## config.mk

```make
export PLATFORM = sky130hd
export DESIGN_NAME = nvs_ctrl
export DESIGN_NICKNAME = d
export VERILOG_FILES = /design/src/rtl/nvs_pkg.sv /design/src/rtl/nvs_sync.sv /design/src/rtl/nvs_fsm.sv /design/src/rtl/nvs_ctrl.sv
export SDC_FILE = /design/constraint.sdc
export NUM_CORES = 1
export LEC_CHECK = 0
export ABC_AREA = 1
export BUFFER_PORTS_ARGS = -buffer_cell sky130_fd_sc_hd__buf_2
export CAP_MARGIN = 40
export CORE_MARGIN = 3
export CORE_UTILIZATION = 44
export DETAILED_ROUTE_END_ITERATION = 16
export HOLD_SLACK_MARGIN = 0.03
export RECOVER_POWER = 50
export SETUP_SLACK_MARGIN = 0.3
export SKIP_LAST_GASP = 1
export SYNTH_ARGS = -nofsm -noshare
export SYNTH_HDL_FRONTEND = slang
export SYNTH_SLANG_ARGS = --single-unit
```

## constraint.sdc

```tcl
create_clock -name clk -period 2.9 [get_ports clk]
set_input_delay 0.145 -clock clk [delete_from_list [all_inputs] [get_ports clk]]
set_output_delay 0.145 -clock clk [all_outputs]
set_load 0.01 [all_outputs]
```

## src/rtl/nvs_pkg.sv

```systemverilog
package nvs_pkg;
   typedef enum logic [1:0] {
      ST_ACTIVE  = 2'd0,
      ST_SAVE    = 2'd1,
      ST_OFF     = 2'd2,
      ST_RESTORE = 2'd3
   } nvs_state_e;

   typedef struct packed {
      logic clk_en;
      logic gate;
      logic lock;
      logic clear;
      logic rail;
      logic cut;
   } nvs_ctl_t;

   localparam nvs_ctl_t CTL_SAVED = '{clk_en: 1'b0, gate: 1'b1, lock: 1'b1,
                                      clear: 1'b1, rail: 1'b0, cut: 1'b1};
endpackage

```

## src/rtl/nvs_sync.sv

```systemverilog
module nvs_sync #(
   parameter int STAGES = 2
) (
   input  logic clk,
   input  logic rst_n,
   input  logic d_a,
   output logic q
);
   logic [STAGES-1:0] chain;

   generate
      if (STAGES < 2) begin : g_bad_depth
         $error("nvs_sync: STAGES must be at least 2");
      end
      for (genvar i = 0; i < STAGES; i++) begin : g_stage
         if (i == 0) begin : g_first
            always_ff @(posedge clk or negedge rst_n)
               if (!rst_n) chain[0] <= 1'b0;
               else        chain[0] <= d_a;
         end else begin : g_next
            always_ff @(posedge clk or negedge rst_n)
               if (!rst_n) chain[i] <= 1'b0;
               else        chain[i] <= chain[i-1];
         end
      end
   endgenerate

   assign q = chain[STAGES-1];
endmodule

```

## src/rtl/nvs_fsm.sv

```systemverilog
module nvs_fsm
   import nvs_pkg::*;
#(
   parameter int LOCK_TO_CLEAR = 3,
   parameter int DISCHARGE_CYC = 2,
   parameter int SETTLE_CYC    = 4
) (
   input  logic     clk,
   input  logic     rst_n,
   input  logic     ok_s,
   output nvs_ctl_t ctl
);
   localparam int CLEAR_AT   = 1 + LOCK_TO_CLEAR;
   localparam int RAIL_AT    = CLEAR_AT + 1;
   localparam int CUT_AT     = CLEAR_AT + DISCHARGE_CYC;
   localparam int RELEASE_AT = 2 + SETTLE_CYC;
   localparam int LAST       = (CUT_AT > RELEASE_AT) ? CUT_AT : RELEASE_AT;
   localparam int CNT_W      = $clog2(LAST + 2);

   generate
      if (LOCK_TO_CLEAR < 1) begin : g_bad_lock
         $error("nvs_fsm: LOCK_TO_CLEAR must be at least 1");
      end
      if (DISCHARGE_CYC < 2) begin : g_bad_dis
         $error("nvs_fsm: DISCHARGE_CYC must be at least 2");
      end
      if (SETTLE_CYC < 1) begin : g_bad_settle
         $error("nvs_fsm: SETTLE_CYC must be at least 1");
      end
   endgenerate

   nvs_state_e       st;
   logic [CNT_W-1:0] cnt;

   always_ff @(posedge clk or negedge rst_n) begin
      if (!rst_n) begin
         st  <= ST_OFF;
         cnt <= '0;
         ctl <= CTL_SAVED;
      end else begin
         case (st)
            ST_ACTIVE: begin
               if (!ok_s) begin
                  st         <= ST_SAVE;
                  cnt        <= '0;
                  ctl.clk_en <= 1'b0;
               end
            end
            ST_SAVE: begin
               cnt <= cnt + 1'b1;
               if (cnt == '0)                    ctl.gate  <= 1'b1;
               if (cnt == CNT_W'(1))             ctl.lock  <= 1'b1;
               if (cnt == CNT_W'(CLEAR_AT))      ctl.clear <= 1'b1;
               if (cnt == CNT_W'(RAIL_AT))       ctl.rail  <= 1'b0;
               if (cnt == CNT_W'(CUT_AT)) begin
                  ctl.cut <= 1'b1;
                  st      <= ST_OFF;
               end
            end
            ST_OFF: begin
               if (ok_s) begin
                  st        <= ST_RESTORE;
                  cnt       <= '0;
                  ctl.clear <= 1'b0;
                  ctl.cut   <= 1'b0;
               end
            end
            ST_RESTORE: begin
               cnt <= cnt + 1'b1;
               if (cnt == '0)          ctl.rail <= 1'b1;
               if (cnt == CNT_W'(1))   ctl.gate <= 1'b0;
               if (cnt == CNT_W'(2))   ctl.lock <= 1'b0;
               if (cnt == CNT_W'(RELEASE_AT)) begin
                  ctl.clk_en <= 1'b1;
                  st         <= ST_ACTIVE;
               end
            end
            default: st <= ST_OFF;
         endcase
      end
   end

   // lock may only rise while the gate has already been closed for a cycle
   p_lock_after_gate_r4: assert property (@(posedge clk) disable iff (!rst_n)
      $rose(ctl.lock) |-> (ctl.gate && $past(ctl.gate)));

   // rail only drops once the latch nodes are cleared
   p_rail_after_clear_r6: assert property (@(posedge clk) disable iff (!rst_n)
      $fell(ctl.rail) |-> ctl.clear);

   // gate opens only after the rail was back for a cycle
   p_gate_after_rail_r7: assert property (@(posedge clk) disable iff (!rst_n)
      $fell(ctl.gate) |-> (ctl.rail && $past(ctl.rail)));
endmodule

```

## src/rtl/nvs_ctrl.sv

```systemverilog
module nvs_ctrl
   import nvs_pkg::*;
#(
   parameter int SYNC_STAGES   = 2,
   parameter int LOCK_TO_CLEAR = 3,
   parameter int DISCHARGE_CYC = 2,
   parameter int SETTLE_CYC    = 4
) (
   input  logic clk,
   input  logic rst_n,
   input  logic energy_good_a,
   output logic dp_clk_en,
   output logic iso_gate,
   output logic cap_lock,
   output logic node_clear,
   output logic nv_rail_en,
   output logic power_cut_ok
);
   logic     ok_s;
   nvs_ctl_t ctl;

   nvs_sync #(.STAGES(SYNC_STAGES)) u_sync (
      .clk   (clk),
      .rst_n (rst_n),
      .d_a   (energy_good_a),
      .q     (ok_s)
   );

   nvs_fsm #(
      .LOCK_TO_CLEAR (LOCK_TO_CLEAR),
      .DISCHARGE_CYC (DISCHARGE_CYC),
      .SETTLE_CYC    (SETTLE_CYC)
   ) u_fsm (
      .clk   (clk),
      .rst_n (rst_n),
      .ok_s  (ok_s),
      .ctl   (ctl)
   );

   assign dp_clk_en    = ctl.clk_en;
   assign iso_gate     = ctl.gate;
   assign cap_lock     = ctl.lock;
   assign node_clear   = ctl.clear;
   assign nv_rail_en   = ctl.rail;
   assign power_cut_ok = ctl.cut;

   // datapath already frozen when the gate closes
   p_freeze_first_r3: assert property (@(posedge clk) disable iff (!rst_n)
      $rose(iso_gate) |-> !dp_clk_en);

   // cut flag only with rail off and nodes cleared
   p_cut_safe_r6: assert property (@(posedge clk) disable iff (!rst_n)
      power_cut_ok |-> (!nv_rail_en && node_clear && cap_lock && iso_gate));

   // running datapath sees fully released controls
   p_run_clean_r8: assert property (@(posedge clk) disable iff (!rst_n)
      dp_clk_en |-> (!iso_gate && !cap_lock && !node_clear && nv_rail_en && !power_cut_ok));
endmodule

```

; ---- After elaboration in Yosys (flattened, before gate mapping)
; Cells that the tools add are included.
[totals]
in_bits = 3
register_bits = 13
word_cells = 66
[op_classes]
reduce_logical = 14
addsub = 1
mux = 22
eq_ne = 19
[op_table]
columns = op, n
row1 = "2-bit by 1-bit inequality test with 1-bit output, second input constant", 9
row2 = 3-bit AND reduction, 6
row3 = "3-bit == test, second input constant", 3
row4 = 1-bit 2-to-1 mux, 9
row5 = 3-bit case mux with 3 select lines, 1
row6 = 2-bit 2-to-1 mux, 4
row7 = 1-bit case mux with 2 select lines, 4
row8 = 2-bit case mux with 4 select lines, 1
row9 = 3-bit 2-to-1 mux, 2
row10 = 2-bit nonzero test, 3
row11 = "2-bit == test, second input constant", 2
row12 = "2-bit inequality test, second input constant", 2
row13 = 2-bit case mux with 2 select lines, 1
row14 = 4-bit AND reduction, 1
row15 = "3-bit by 1-bit adder with 3-bit output, second input constant", 1
row16 = "3-bit by 1-bit == test with 1-bit output, second input constant", 1
row17 = "3-bit by 2-bit == test with 1-bit output, second input constant", 1
row18 = 3-bit logical NOT, 1
row19 = "2-bit by 1-bit == test with 1-bit output, second input constant", 1
row20 = 2-bit logical NOT, 1
row21 = 2-bit AND reduction, 1
row22 = 2-bit OR reduction, 1

; ---- Longest topological paths before layout
; Gate-level depths: netlist (run 1).
[depth]
depth_word = 3
mapped_depth = 8
depth_no_buf = 8

; ---- Modules after synthesis
; From an unflattened synthesis (run 1), not the netlist that was laid out.
[unflattened]
cells_unflattened = 93
area_unflattened_um2 = 770.7
[modules_own_cells]
columns = mod, seq_area_each_um2, cells_per_inst, area_per_inst_um2, n_inst
row1 = nvs_fsm, 281.5, 91, 720.7, 1
row2 = nvs_sync, 50.0, 2, 50.0, 1

; ---- Worst setup path after synthesis (run 1)
; OpenSTA, ideal clock, no wires.
[synth_path]
kind = flip-flop to flip-flop
startpoint = register u_fsm.st[1]
endpoint = register u_fsm.cnt[2]
setup_time_ns = 0.120
synth_period_minus_slack_ns = 1.331
t_arrival_ns = 1.211
stages_incl_launch_ff = 8
path_slack_ns = 1.569
cell_sequence = dfstp_2 -> inv_1 -> ha_1 -> buf_6 -> nor2_4 -> nor2_1 -> o21ai_0 -> nand2_1
[synth_via]
elab_chain_cells = 3
elab_cells_between_ends = 9
[synth_lines]
columns = item, line
row1 = from (decl), nvs_fsm.sv:32  ; nvs_state_e st;
row2 = from (signal assigned), nvs_fsm.sv:37  ; st <= ST_OFF;
row3 = from (signal assigned), nvs_fsm.sv:44  ; st <= ST_SAVE;
row4 = from (signal assigned), nvs_fsm.sv:57  ; st <= ST_OFF;
row5 = "2-bit by 1-bit == test with 1-bit output, or another cell as far along", nvs_fsm.sv:41  ; case (st)
row6 = 2-bit OR reduction (no line) / 2-bit inequality test (equally long branches), -
row7 = 3-bit case mux with 3 select lines / 2-bit AND reduction (equally long branches), -
row8 = to (signal assigned), nvs_fsm.sv:50  ; cnt <= cnt + 1'b1;
row9 = to (signal assigned), nvs_fsm.sv:69  ; cnt <= cnt + 1'b1;
row10 = to (decl), nvs_fsm.sv:33  ; logic [CNT_W-1:0] cnt;
; Parallel ways exist; a longest one is shown, timed or not.
; A chain may end at the register's enable or synchronous reset.

; ---- Worst setup path after layout (run 1)
[layout_path]
startpoint = register u_fsm.st[1]
endpoint = register u_fsm.st[0]
[layout_via]
elab_chain_cells = 3
elab_cells_between_ends = 10
[layout_lines]
columns = item, line
row1 = "2-bit by 1-bit == test with 1-bit output, or another cell as far along", nvs_fsm.sv:41
row2 = 2-bit by 1-bit inequality test with 1-bit output (no line) / 2-bit inequality test (equally long branches), -
row3 = 4-bit AND reduction (no line), -
; Parallel ways exist; a longest one is shown, timed or not.

==> metrics.yaml, run 1 <==
global_routing:
  grt_use_met1_pct: 20.2
  gr-usage-all-layers_pct: 14.2
  grt_util_met3_pct: 3.38
  grt_pass1_wl_mm: 2.20
  grt_max_degree: 14
  grt_pass1_vias: 543
  grtUsageMet2_pct: 19.3
  antenna_found_initial: 0
  gr-total-overflow: 0
  grt-busiest-layer: "met1"
routing:
  routed_wirelength_mm: 1.36
  avgRoutedWirePerCell_um: 11.0
  vias: 604
  viasPerCell: 4.91
  drc: 0
  firstDrtPassIters: 4
  ant_nets: 0
  drt_first_iter_violations: 12
timing:
  tns_ns: 0
  finalHoldViolCount: 0
  worst_pin_slew_ns: 0.711
  drv_slew: 0
  fin_hold_ws_ns: 0.358
  period_share_pct: 50.5
  fmax_mhz: 683
  clock_skew_ns: 0.00304
  finalSetupViolCount: 0
  slew_headroom_pct: 52.6
  rsz0062_at_grt: "false"
  layout_min_cycle_time_ns: 1.46
cells_and_area:
  antenna_cells: 0
  drive_gt1_share_pct: 20.6
  final_area_um2: 855
  multiInputGateArea_um2: 374
  area_growth_pct: 11.4
  fin_cells: 123
  regArea_um2: 332
  num-fill-cells: 141
  nNetsFinal: 119
critical_path:
  reg2regPathDepth: 6
  worst-setup-path-type: "reg2reg"
  required_ns: 3.06
  r2r-end: "u_fsm.st[0]"
  cp.arrival_ns: 1.63
  r2r_slack_ns: 1.44
  rr_startpoint: "u_fsm.st[1]"
  start_kind: "flop"
  end_kind: "flop"
  crit_fanout: 9
synthesis:
  synth.distinct_cells: 15
  synth_warnings: 0
  ys_seq_elements: 13
  synth_area_um2: 767
  ys_seq_area_share_pct: 43.2
  avgSynthCellArea_um2: 8.07
  syn_nets: 106
  synth_cells: 95
floorplan:
  design.die.area_mm2: 0.00228
  start_util_pct: 48.7
  dieHeight_um: 47.8
  die_w_um: 47.8
  ios: 9
  fp.coreArea_mm2: 0.00158
  rows: 14
pwr:
  pwr-share-seq_pct: 34.1
  p_clk_share_pct: 12.2
  leakage_nw: 0.449
  ir_drop_v: 0.000480
  p_total_w: 0.000935
  p_int_w: 0.000518
  combPwrFrac_pct: 53.7
  power.share.switching_pct: 44.7
  power_density_mw_per_mm2: 1090
  p_sw_w: 0.000418
placement:
  port_buffers: 8
  place_area_um2: 811
  post-place-cells: 117
  gp_routability_congestion: 0.806
  post-dp-hpwl_mm: 1.00
clock_tree:
  cts_sinks: 13
  clock_path_buffers: 2
  clkLatencyLatePin_ns: 0.27
  clk_pin_slew_ns: 0.08
  cts-root-buf: "clkbuf_4"
  cts-buffers-inserted: 3
  post_cts_buffers: 0
  cts-htree-levels: 1
  tritoncts: "done"
run_status:
  outcome: "finished, final reports clean"
hold_path:
  hold_depth: 0
  min_to: "u_sync.q"
  hp-start: "u_sync.chain[0]"
  hold_class: "reg2reg"
job:
  maxCapViolations: 0
## routing by layer
layer / wire (um) / part of all wire (%) / up-vias
li1: - / - / 318
met1: 735 / 54 / 273
met2: 570 / 42 / 11
met3: 37 / 2.7 / 2
met4: 14 / 1.0 / 0
met5: 0 / 0 / -
## cell families (layout without fill, tap and decap cells)
| family | Yosys count | after routing | synth area share (%) |
|---|---|---|---|
| AND/OR/NAND/NOR | 52 | 52 | 30.5 |
| flip-flops | 13 | 13 | 43.2 |
| AO/OA/AOI/OAI | 8 | 8 | 5.22 |
| buffers and inverters | 14 | 26 | 7.99 |
| adder cells (fa/ha/maj) | 8 | 8 | 13.1 |
## power groups by stage
| stage | clock network (W) | logic, W | registers (W) |
|---|---|---|---|
| after CTS | 0.000118 | 0.000507 | 0.000320 |
| final | 0.000114 | 0.000502 | 0.000319 |
| after detailed placement | 0 | 0.000499 | 0.000324 |
| after global routing | 0.000128 | 0.000582 | 0.000332 |
| after global placement | 0 | 0.000492 | 0.000322 |
| after floorplan | 0 | 0.000379 | 0.000339 |
## cell type report
| type | count | share of cell area (%) |
|---|---|---|
| Inverter | 12 | 5.27 |
| Multi-Input combinational cell | 68 | 43.8 |
| Sequential cell | 13 | 38.8 |
| Tap cell | 16 | 2.34 |
| Timing Repair Buffer | 10 | 6.73 |
| Clock buffer | 4 | 3.07 |
## state kept, by name (all words and copies together), names as in the netlist
name and cells:
u_fsm.ctl 6, u_fsm.cnt 3, u_fsm.st 2, u_sync.chain 1, u_sync.q 1
## per-stage QoR
| stage | utilization, % | setup slack [ns] |
|---|---|---|
| 2_1_floorplan | - | 1.57 |
| 3_3_place_gp | 51.4 | 1.49 |
| 3_5_place_dp | 51.4 | 1.45 |
| 4_1_cts | 54.4 | 1.44 |
| 5_1_grt | 54.2 | 1.34 |
| 6_report | 54.2 | 1.44 |
## timing repair
item	CTS	global route
hold buffers	2	0
resized for setup	0	0
endpoints found under the hold margin	14	0
## worst max path at each step
stage | start | to | slack (ns) | cells past startpoint
after detailed placement | u_fsm.st[1] | u_fsm.st[0] | 1.45 | 6
final | u_fsm.st[1] | u_fsm.st[0] | 1.44 | 6
after global placement | u_fsm.st[1] | u_fsm.cnt[1] | 1.49 | 7
after CTS | u_fsm.st[1] | u_fsm.st[0] | 1.44 | 6
after global routing | u_fsm.st[1] | u_fsm.st[1] | 1.34 | 6
after floorplan | u_fsm.st[1] | u_fsm.cnt[2] | 1.57 | 7
## worst max-delay path, stage by stage, from the launching register on
cell and delay [ns]:
dfstp_2 0.56, inv_1 0.06, ha_1 0.31, nand2_2 0.13, nand2_2 0.07, o21ai_0 0.16
nand2_1 0.07
## Yosys cell counts
| master | n | area, um^2 |
|---|---|---|
| nand2_1 | 32 | 120 |
| inv_1 | 12 | 45.0 |
| nand3_1 | 9 | 45.0 |
| dfrtp_1 | 8 | 200 |
| ha_1 | 8 | 100 |
| o21ai_0 | 7 | 35.0 |
| nand2_2 | 6 | 37.5 |
| dfstp_2 | 5 | 131 |
| nor2_1 | 2 | 7.51 |
| buf_2 | 1 | 5.00 |
| buf_6 | 1 | 11.3 |
| nand4_1 | 1 | 6.26 |
| nor2_2 | 1 | 6.26 |
| nor2_4 | 1 | 11.3 |
| o21ai_1 | 1 | 5.00 |
## cell usage in the layout, fill, tap and decap left out, drive strengths merged
cell         Yosys  routed
nand2           38      38
inv             12      12
nand3            9       9
ha               8       8
dfrtp            8       8
o21ai            8       8
buf              2       6
clkbuf           0       6
dfstp            5       5
nor2             4       4
dlygate4sd3      0       2
nand4            1       1
Note: power is estimated with default switching activity, not from simulation.
==> inputs of run 2 (changes only) <==
Settings changed: PLACE_DENSITY from default to 0.65.
Clock period 2.9 ns to 1.23 ns, I/O delays scaled along.
==> run 2 against run 1 <==
Compared with the run above:
- the flow now finishes with violations (negative setup slack)
- sequential share of layout area fell by 7.4 points
- non-clock buffer count rose by 12
- worst hold slack got worse by 0.011 ns
- sequential power rose by 140%
- flip-flop and latch count did not move
- clock power rose by 130%
- fmax rose by 12%
- final area rose by 24%
- largest cell class unchanged
==> metrics.yaml, run 2 (same netlist as run 1, synthesis figures left out) <==
run_status:
  outcome: "finished with violations"
  violations: "negative setup slack"
floorplan:
  start_util_pct: 48.7  # unchanged
  dieHeight_um: 47.8  # unchanged
  die_w_um: 47.8  # unchanged
  ios: 9  # unchanged
  design.die.area_mm2: 0.00228  # unchanged
  rows: 14  # unchanged
  fp.coreArea_mm2: 0.00158  # unchanged
cells_and_area:
  largest_reg_flops: 6  # unchanged
  postLayoutCoreUtil_pct: 67.0  # +13 points
  multiInputGateArea_um2: 455  # +22%
  final_common_cell: "nand2_1"
  area_growth_pct: 37.7
  nNetsFinal: 131  # +10%
  layout_common_cells: "nand2_1, buf_4, inv_1, dfrtp_1"
  top_register: "u_fsm.ctl"
  drive_gt1_share_pct: 42.0  # +21 points
  regArea_um2: 332  # unchanged
  num-fill-cells: 135  # -4.3%
  top_regs: "u_fsm.ctl (6), u_fsm.cnt (3), u_fsm.st (2)"
  antenna_cells: 0  # unchanged
critical_path:
  cpMaxStageDelayCell: "dfstp_2"
  end_kind: "flop"
  required_ns: 1.40  # -1.66 ns
  cp.arrival_ns: 1.48  # -0.15 ns
  path_common_cell: "nand2_1"
  r2r_slack_ns: -0.08  # -1.51 ns
  crit_fanout: 6  # -3
  critical_path.max_stage_delay_ns: 0.57  # about the same
  start_kind: "flop"
  worst-setup-path-type: "reg2reg"
  timing.critical_path.buf_inv: 2  # +1
  path_delay_family: "flip-flops"
  crit_chain: "ha_1 -> buf_6 -> nor2_4 -> inv_2 -> nand3_1 -> nand2_1 -> nand2_1"
timing:
  rsz0062_at_grt: "true"
  worst_pin_slew_ns: 0.717  # +0.00645 ns
  period_share_pct: 106  # +56 points
  fin_ws_ns: -0.0769  # -1.51 ns
  finalSetupViolCount: 9  # +9
  slew_headroom_pct: 52.2  # -0.43 points
  finalHoldViolCount: 0  # unchanged
  drv_slew: 0  # unchanged
  fmax_mhz: 765  # +12%
  tns_ns: -0.509  # -0.509 ns
  clock_skew_ns: 0.00374  # +0.000703 ns
  layout_min_cycle_time_ns: 1.31  # -0.158 ns
routing:
  vias: 655  # +8.4%
  routed_wirelength_mm: 1.56  # +15%
  drt_first_iter_violations: 2  # -10
  firstDrtPassIters: 4  # unchanged
  viasPerCell: 4.85  # -1.2%
  drc: 0  # unchanged
  avgRoutedWirePerCell_um: 11.5  # +4.6%
  ant_nets: 0  # unchanged
clock_tree:
  cts-buffers-inserted: 3  # unchanged
  cts-root-buf: "clkbuf_4"
  tritoncts: "done"
  clk_pin_slew_ns: 0.08  # about the same
  cts-htree-levels: 1  # unchanged
  cts_sinks: 13  # unchanged
  clock_path_buffers: 2  # unchanged
  clkLatencyLatePin_ns: 0.27  # about the same
pwr:
  combPwrFrac_pct: 63.7  # +10 points
  leakage_nw: 0.535  # +19%
  ir_drop_v: 0.00130  # +170%
  p_sw_w: 0.00123  # +190%
  power_density_mw_per_mm2: 2700  # +150%
  p_total_w: 0.00285  # +200%
  p_int_w: 0.00162  # +210%
  p_clk_share_pct: 9.3  # -2.9 points
  pwr-share-seq_pct: 27.0  # -7.1 points
  power.share.switching_pct: 43.0  # -1.6 points
hold_path:
  hold_class: "in2async"
placement:
  gp_routability_congestion: 0.798  # -0.91%
  port_buffers: 8  # unchanged
  post-dp-hpwl_mm: 1.10  # +9.6%
job:
  maxCapViolations: 0  # unchanged
global_routing:
  antenna_found_initial: 0  # unchanged
  gr-total-overflow: 0  # unchanged
  gr-usage-all-layers_pct: 15.5  # +1.3 points
  grt_pass1_wl_mm: 2.46  # +12%
  grt_max_degree: 14  # unchanged
  grt_pass1_vias: 622  # +15%
run 2: stage by stage:
step	hold slack, ns	instances	setup slack, ns	instance area, um^2
3_3_place_gp	-0.0356	124	-0.0536	903
5_1_grt	0.380	135	-0.137	1060
2_1_floorplan	-0.234	95	-0.0444	810
6_report	0.347	135	-0.0769	1060
4_1_cts	0.209	133	-0.0796	1020
3_5_place_dp	-0.0281	124	-0.0877	903
run 2: per-layer routing:
layer | up-vias | wire (um) | global-route usage, %
met4 | 0 | 18 | 4.84
met5 | - | 0 | 0
met1 | 297 | 651 | 17.7
met3 | 4 | 43 | 3.38
met2 | 9 | 845 | 28.2
li1 | 345 | - | -
run 2: repair_timing:
action,CTS,global route
hold buffers,2,0
endpoints found under the setup margin,15,15
resized for setup,9,7
setup buffers,3,2
pin swaps,6,1
gates cloned,0,0
endpoints found under the hold margin,14,0
run 2: worst paths after layout:
path	to	depth (start not counted)	from
setup / recovery	u_fsm.ctl[1]	7	u_fsm.st[1]
hold / removal	u_fsm.ctl[1]	2	rst_n
max in group asynchronous	u_fsm.st[0]	2	rst_n
min in group clk	u_sync.q	0	u_sync.chain[0]
setup reg to reg	u_fsm.ctl[1]	7	u_fsm.st[1]
hold reg to reg	u_sync.q	0	u_sync.chain[0]
run 2: power groups by stage:
| stage | clock network (W) | registers, W | logic [W] |
|---|---|---|---|
| 2_1_floorplan | 0 | 0.000813 | 0.00101 |
| 3_3_place_gp | 0 | 0.000750 | 0.00144 |
| 3_5_place_dp | 0 | 0.000755 | 0.00148 |
| 4_1_cts | 0.000272 | 0.000766 | 0.00169 |
| 5_1_grt | 0.000302 | 0.000791 | 0.00202 |
| 6_report | 0.000265 | 0.000769 | 0.00181 |
run 2: cell type report:
type	instances	share of cell area (%)
multi-input combinational	68	43.1
sequential	13	31.4
timing repair buffer	22	16.8
inverter	12	4.27
clock buffer	4	2.49
tap	16	1.90
